$ cat src/rtl/acc_path_pkg.sv
package acc_path_pkg;

  typedef enum logic [1:0] {
    OP_ADD_PROD = 2'b00,
    OP_SUB_PROD = 2'b01,
    OP_ADD_DATA = 2'b10,
    OP_SUB_DATA = 2'b11
  } acc_op_e;

  typedef enum logic [1:0] {
    PS_PASS   = 2'b00,
    PS_LEFT_A = 2'b01,
    PS_LEFT_B = 2'b10,
    PS_RIGHT  = 2'b11
  } pscale_e;

  typedef struct packed {
    logic carry;
    logic ovf;
    logic sat;
  } alu_flags_t;

endpackage

$ cat src/rtl/prod_scaler.sv
module prod_scaler
  import acc_path_pkg::*;
#(
  parameter int W      = 32,
  parameter int LSH_A  = 1,
  parameter int LSH_B  = 4,
  parameter int RSH    = 6
) (
  input  logic [W-1:0] prod,
  input  logic [1:0]   mode,
  output logic [W-1:0] scaled
);

  function automatic logic [W-1:0] scale_fn(input logic [W-1:0] p, input pscale_e m);
    logic [W-1:0] r;
    case (m)
      PS_PASS:   r = p;
      PS_LEFT_A: r = p << LSH_A;
      PS_LEFT_B: r = p << LSH_B;
      default:   r = W'($signed(p) >>> RSH);
    endcase
    return r;
  endfunction

  assign scaled = scale_fn(prod, pscale_e'(mode));

endmodule

$ cat src/rtl/data_aligner.sv
module data_aligner #(
  parameter int W     = 32,
  parameter int DW    = 16,
  parameter int SHIFT = 16
) (
  input  logic [DW-1:0] data,
  input  logic          sxm,
  input  logic          force_uns,
  input  logic          shift_en,
  output logic [W-1:0]  aligned
);

  localparam int PAD = W - DW;

  function automatic logic [W-1:0] extend_fn(input logic [DW-1:0] d, input logic signed_ext);
    logic fill;
    fill = signed_ext & d[DW-1];
    return {{PAD{fill}}, d};
  endfunction

  logic [W-1:0] extended;

  assign extended = extend_fn(data, sxm & ~force_uns);
  assign aligned  = shift_en ? (extended << SHIFT) : extended;

endmodule

$ cat src/rtl/acc_alu.sv
module acc_alu
  import acc_path_pkg::*;
#(
  parameter int W = 32
) (
  input  logic [W-1:0] acc,
  input  logic [W-1:0] operand,
  input  logic         subtract,
  input  logic         sticky,
  input  logic         carry_old,
  input  logic         ovm,
  output logic [W-1:0] result,
  output alu_flags_t   flags
);

  localparam logic [W-1:0] MAX_POS = {1'b0, {(W-1){1'b1}}};
  localparam logic [W-1:0] MAX_NEG = {1'b1, {(W-1){1'b0}}};

  function automatic logic [W:0] addsub_fn(input logic [W-1:0] a, input logic [W-1:0] b,
                                           input logic sub);
    return sub ? ({1'b0, a} - {1'b0, b}) : ({1'b0, a} + {1'b0, b});
  endfunction

  function automatic logic ovf_fn(input logic a_s, input logic b_s, input logic r_s,
                                  input logic sub);
    return sub ? ((a_s != b_s) && (r_s != a_s)) : ((a_s == b_s) && (r_s != a_s));
  endfunction

  function automatic logic carry_fn(input logic cout, input logic sub, input logic stick,
                                    input logic old);
    logic plain;
    plain = sub ? ~cout : cout;
    if (!stick) return plain;
    return sub ? (old & plain) : (old | plain);
  endfunction

  logic [W:0]   wide;
  logic [W-1:0] raw;
  logic         ovf;

  assign wide = addsub_fn(acc, operand, subtract);
  assign raw  = wide[W-1:0];
  assign ovf  = ovf_fn(acc[W-1], operand[W-1], raw[W-1], subtract);

  assign flags.carry = carry_fn(wide[W], subtract, sticky, carry_old);
  assign flags.ovf   = ovf;
  assign flags.sat   = ovf & ovm;
  assign result      = flags.sat ? (acc[W-1] ? MAX_NEG : MAX_POS) : raw;

endmodule

$ cat src/rtl/acc_scale_path.sv
module acc_scale_path
  import acc_path_pkg::*;
#(
  parameter int ACC_W  = 32,
  parameter int DATA_W = 16
) (
  input  logic              clk,
  input  logic              rst,
  input  logic              en,
  input  logic [1:0]        op_sel,
  input  logic [1:0]        pshift,
  input  logic              ovm,
  input  logic              sxm,
  input  logic              force_uns,
  input  logic              shift16,
  input  logic [ACC_W-1:0]  prod_in,
  input  logic [DATA_W-1:0] data_in,
  output logic [ACC_W-1:0]  acc_q,
  output logic              carry_q,
  output logic              ovf_pulse
);

  acc_op_e          op;
  logic             is_data;
  logic             is_sub;
  logic             hi_shift;
  logic [ACC_W-1:0] prod_scaled;
  logic [ACC_W-1:0] data_op;
  logic [ACC_W-1:0] operand;
  logic [ACC_W-1:0] acc_next;
  alu_flags_t       flags;

  // Named event wires for the checker
  logic             ovf_event;
  logic             sat_event;

  assign op       = acc_op_e'(op_sel);
  assign is_data  = (op == OP_ADD_DATA) || (op == OP_SUB_DATA);
  assign is_sub   = (op == OP_SUB_PROD) || (op == OP_SUB_DATA);
  assign hi_shift = is_data & shift16;

  prod_scaler #(.W(ACC_W)) u_scaler (
    .prod   (prod_in),
    .mode   (pshift),
    .scaled (prod_scaled)
  );

  data_aligner #(.W(ACC_W), .DW(DATA_W), .SHIFT(DATA_W)) u_align (
    .data      (data_in),
    .sxm       (sxm),
    .force_uns (force_uns),
    .shift_en  (hi_shift),
    .aligned   (data_op)
  );

  assign operand = is_data ? data_op : prod_scaled;

  acc_alu #(.W(ACC_W)) u_alu (
    .acc       (acc_q),
    .operand   (operand),
    .subtract  (is_sub),
    .sticky    (hi_shift),
    .carry_old (carry_q),
    .ovm       (ovm),
    .result    (acc_next),
    .flags     (flags)
  );

  assign ovf_event = flags.ovf;
  assign sat_event = flags.sat;

  always_ff @(posedge clk) begin
    if (rst) begin
      acc_q     <= '0;
      carry_q   <= 1'b1;
      ovf_pulse <= 1'b0;
    end else begin
      ovf_pulse <= en & flags.ovf;
      if (en) begin
        acc_q   <= acc_next;
        carry_q <= flags.carry;
      end
    end
  end

endmodule

$ cat config.mk
export PLATFORM = sky130hd
export DESIGN_NAME = acc_scale_path
export DESIGN_NICKNAME = d
export VERILOG_FILES = /design/src/rtl/acc_path_pkg.sv /design/src/rtl/prod_scaler.sv /design/src/rtl/data_aligner.sv /design/src/rtl/acc_alu.sv /design/src/rtl/acc_scale_path.sv
export SDC_FILE = /design/constraint.sdc
export NUM_CORES = 1
export LEC_CHECK = 0
export BUFFER_PORTS_ARGS = -buffer_cell sky130_fd_sc_hd__buf_2
export CAP_MARGIN = 20
export CORE_ASPECT_RATIO = 1.25
export CORE_MARGIN = 2
export CORE_UTILIZATION = 45
export CTS_CLUSTER_DIAMETER = 60
export CTS_CLUSTER_SIZE = 14
export DETAILED_ROUTE_END_ITERATION = 8
export PLACE_DENSITY = 0.66
export RECOVER_POWER = 100
export SYNTH_ARGS = -nofsm -noshare
export SYNTH_HDL_FRONTEND = slang
export SYNTH_SLANG_ARGS = --single-unit
$ cat constraint.sdc
create_clock -name clk -period 13.85 [get_ports clk]
set_input_delay 2.0775 -clock clk [delete_from_list [all_inputs] [get_ports clk]]
set_output_delay 2.0775 -clock clk [all_outputs]
set_load 0.05 [all_outputs]
==> metrics.md <==
| Metric | Value |
|---|---|
| Area delta synth->final | 12.4% |
| CP endpoint kind | flop |
| Fraction of layout cells with a size suffix above 1 | 15.2% |
| Mapped cell area | 5010 µm² |
| Final std cells w/o fill | 819 |
| Fmax | 111 MHz |
| Post-detail-place hpwl | 12100 µm |
| Syn avg cell area | 8.10 µm² |
| Critical path launch point type | input port |
| Dpl ws | 6160 ps |
| Setup CP Type | in2reg |
| Inserted Diodes | 0 |
| I/O Buffers | 92 |
| Gr usage total | 24.8% |
| Die Y | 122 µm |
| Status | complete, but fails checks |
| Via density | 6.43 |
| Number of global-route vias before repair | 5006 |
| Syn_nets | 712 |
| Static leakage | 0.00228 µW |
| Sequential-to-total area share from yosys stat | 13.6% |
| Synth warn | 0 |
| Global-route wire length before repair | 24600 µm |
| Arrival @ worst endpoint | 9250 ps |
| Max-slew violations | 38 |
| Reg2Reg Depth | 10 |
| Setup Fix Bufs, Post-CTS | 0 |
| Setup TNS | 0 ps |
| Period minus WS final | 9030 ps |
| Worst Tran Pin Value | 2110 ps |
| Crit path capture | acc_q[9] |
| Final Wtd Congestion | 0.992 |
| Sink Count | 34 |
| Rows | 43 |
| FF-to-FF Start | acc_q[6] |
| Die width | 98.4 µm |
| Post-synth EDFFs | 0 |
| Top_reg_cell synth | dfxtp_1 |
| Placeable Area | 11000 µm² |
| Internal reg-to-reg setup slack | 10170 ps |
| Inst Count DP | 811 |
| Total Nets Final | 776 |
| Worst Setup SP | pshift[0] |
| Clock Latency Late Sink | 280 ps |
| Dominant cell type by area after synthesis | dfxtp_1 |
| Worst-path clk slew | 50 ps |
| Die area | 12000 µm² |
| Yosys reg bits | 34 |
| Hold WC Path Type | reg2reg |
| Clock Tree Root | clkbuf_16 |
| Hold-fix buffers at CTS | 0 |
| Pin count of the biggest net entering global routing | 43 |
| CTS buffer count | 5 |
| Initial Util | 45.7% |
| Power Density | 194 nW/µm² |
| Post-CTS Resized | 0 |
| RSZ-0062 raised after global routing | false |
| DRC Markers | 0 |
| Period utilization | 65.2% |
| Remaining antenna violation count | 0 |
| Routed length per instance | 18.2 µm |
| Worst relative slew slack | -40.4% |
| 1st-iter DRT viols | 328 |
| Maxcap violations | 1 |
| Io pins | 93 |
| Fillers | 1127 |
| Clk_skew | 5.32 ps |
| VDD IR-drop max | 65.2 µV |
| Top-area cell type share of the netlist area | 13.6% |
| Finished Core Util | 51.4% |
| Hold violation total from the final report | 0 |
| Worst R2R End | acc_q[9] |
| Post-synth cell types | 71 |
| Failing checks | capacitance limit, slew limit |
| Post-synth ARST share | 0% |
| Initial antenna violation count | 0 |
| Synth Instances | 619 |
| Worst setup margin | 4820 ps |
| Setup violators final | 0 |
| H-tree depth | 2 |
| Final Power | 1090 µW |
| Global route overflow | 0 |
| Synth top area cells | dfxtp_1 (14%), mux4_2 (10%), ha_1 (8.2%), a221o_1 (6.2%), a21oi_1 (5.4%) |
| CP max FO | 37 |
| CTS tree | yes |
| Final wirelength | 14900 µm |
| DR vias | 5266 |
| Pre-antenna DRT Iters | 5 |
| Critical Path RT | 14070 ps |
| Clock Path Buffers | 2 |
==> cell usage after synthesis, types with 3 or more instances <==
| cell type | number |
|---|---|
| buf_2 | 9 |
| mux2_2 | 4 |
| mux4_2 | 23 |
| xnor2_1 | 30 |
| dfxtp_1 | 34 |
| or3_1 | 4 |
| a221o_1 | 31 |
| ha_1 | 33 |
| o211a_1 | 3 |
| o22a_1 | 3 |
| nor4_1 | 4 |
| o31ai_1 | 6 |
| xor2_1 | 30 |
| a211oi_1 | 8 |
| o21a_1 | 7 |
| o21ai_0 | 43 |
| nand3_1 | 9 |
| inv_1 | 15 |
| nand4_1 | 6 |
| nor3b_1 | 7 |
| nor2b_1 | 15 |
| or2_2 | 3 |
| mux2i_1 | 8 |
| o211ai_1 | 8 |
| clkbuf_1 | 25 |
| nand3b_1 | 3 |
| a21o_1 | 10 |
| a2bb2oi_1 | 3 |
| nand2b_1 | 8 |
| nor3_1 | 16 |
| nor2_1 | 41 |
| a21boi_0 | 4 |
| a31oi_1 | 12 |
| a22oi_1 | 10 |
| a21oi_1 | 54 |
| nand2_1 | 43 |
==> through the flow <==
stage / instance area, µm² / hold slack [ps]
3_3_place_gp: 5510 / 492
6_report: 5640 / 503
3_5_place_dp: 5520 / 497
5_1_grt: 5640 / 534
4_1_cts: 5680 / 504
2_1_floorplan: 5010 / 705
==> worst max-delay path: stages <==
cell,delay [ps]
clkbuf_1,1480
mux4_2,690
a211oi_1,290
a21boi_0,210
nor4_1,500
nand3_1,230
nor2_1,300
a21oi_1,150
xor2_1,190
ha_1,380
nand2_1,130
nor3_1,270
nand4_1,230
o2111ai_1,240
nand2_1,130
xor2_1,220
nor4_2,230
clkbuf_1,1020
a221o_1,240
==> logic make-up (layout without fill, tap and decap cells) <==
group                    after synthesis  in the layout  share of synthesized area [%]
multiplexers                          36             36                           13.1
flip-flops                            34             34                           13.6
AND/OR/NAND/NOR                      176            176                           18.5
XOR/XNOR                              60             60                           10.5
buffers and inverters                 54            119                           4.57
AO/OA/AOI/OAI                        225            225                           31.1
adder cells (fa/ha/maj)               34             34                           8.63
==> flip-flops by register name, summed over array words and instances (netlist names), named ones only <==
register and cells:
acc_q 32, ovf_pulse 1
==> power breakdown <==
| group | internal (µW) | switching (µW) | total, µW |
|---|---|---|---|
| sequential | 140 | 43.6 | 184 |
| clock | 85.0 | 41.2 | 126 |
| combinational | 282 | 500 | 783 |
| total | 508 | 585 | 1090 |
==> routing by layer <==
| metal | track usage [%] | wire length [µm] |
|---|---|---|
| met5 | 0 | 0 |
| met4 | 8.13 | 384 |
| met3 | 3.50 | 930 |
| met2 | 45.2 | 7450 |
| met1 | 29.9 | 6160 |
==> placed cells by master (no fill, tap or decap), drive strengths merged, types with 6 or more instances in the layout <==
master,synthesis,layout
o211ai,8,8
inv,15,15
mux4,23,23
dfxtp,34,34
nand3,9,9
a31oi,12,12
o21a,7,7
a211oi,8,8
nor2,41,41
nor3b,7,7
xor2,30,30
ha,33,33
nand2,43,43
o31ai,6,6
buf,14,60
nor3,16,16
nand4,6,6
nand2b,8,8
o21ai,44,44
a21o,10,10
a22oi,11,11
a221o,31,31
clkbuf,25,43
mux2i,8,8
a21oi,54,54
xnor2,30,30
nor2b,15,15
==> layout make-up <==
cell class              instances  area (µm²)  share of cell area [%]
multi-input cells             531        4120                    73.1
flip-flops and latches         34         681                    12.1
repair buffers                 96         450                    7.99
well taps                     135         169                    3.00
clock buffers                   7         133                    2.35
inverters                      15        56.3                   0.999
clock inverters                 1        30.0                   0.533
==> worst min-delay path by stage <==
| stage | cells after the start | endpoint | startpoint | slack, ps |
|---|---|---|---|---|
| floorplan | 2 | acc_q[0] | acc_q[0] | 710 |
| detailed placement | 2 | acc_q[0] | acc_q[0] | 500 |
| global placement | 2 | acc_q[0] | acc_q[0] | 490 |
| global route | 1 | acc_q[13] | acc_q[13] | 530 |
| CTS | 2 | acc_q[0] | acc_q[0] | 500 |
| finish | 2 | acc_q[0] | acc_q[0] | 500 |
No activity file was read; power rests on OpenSTA's default activity.
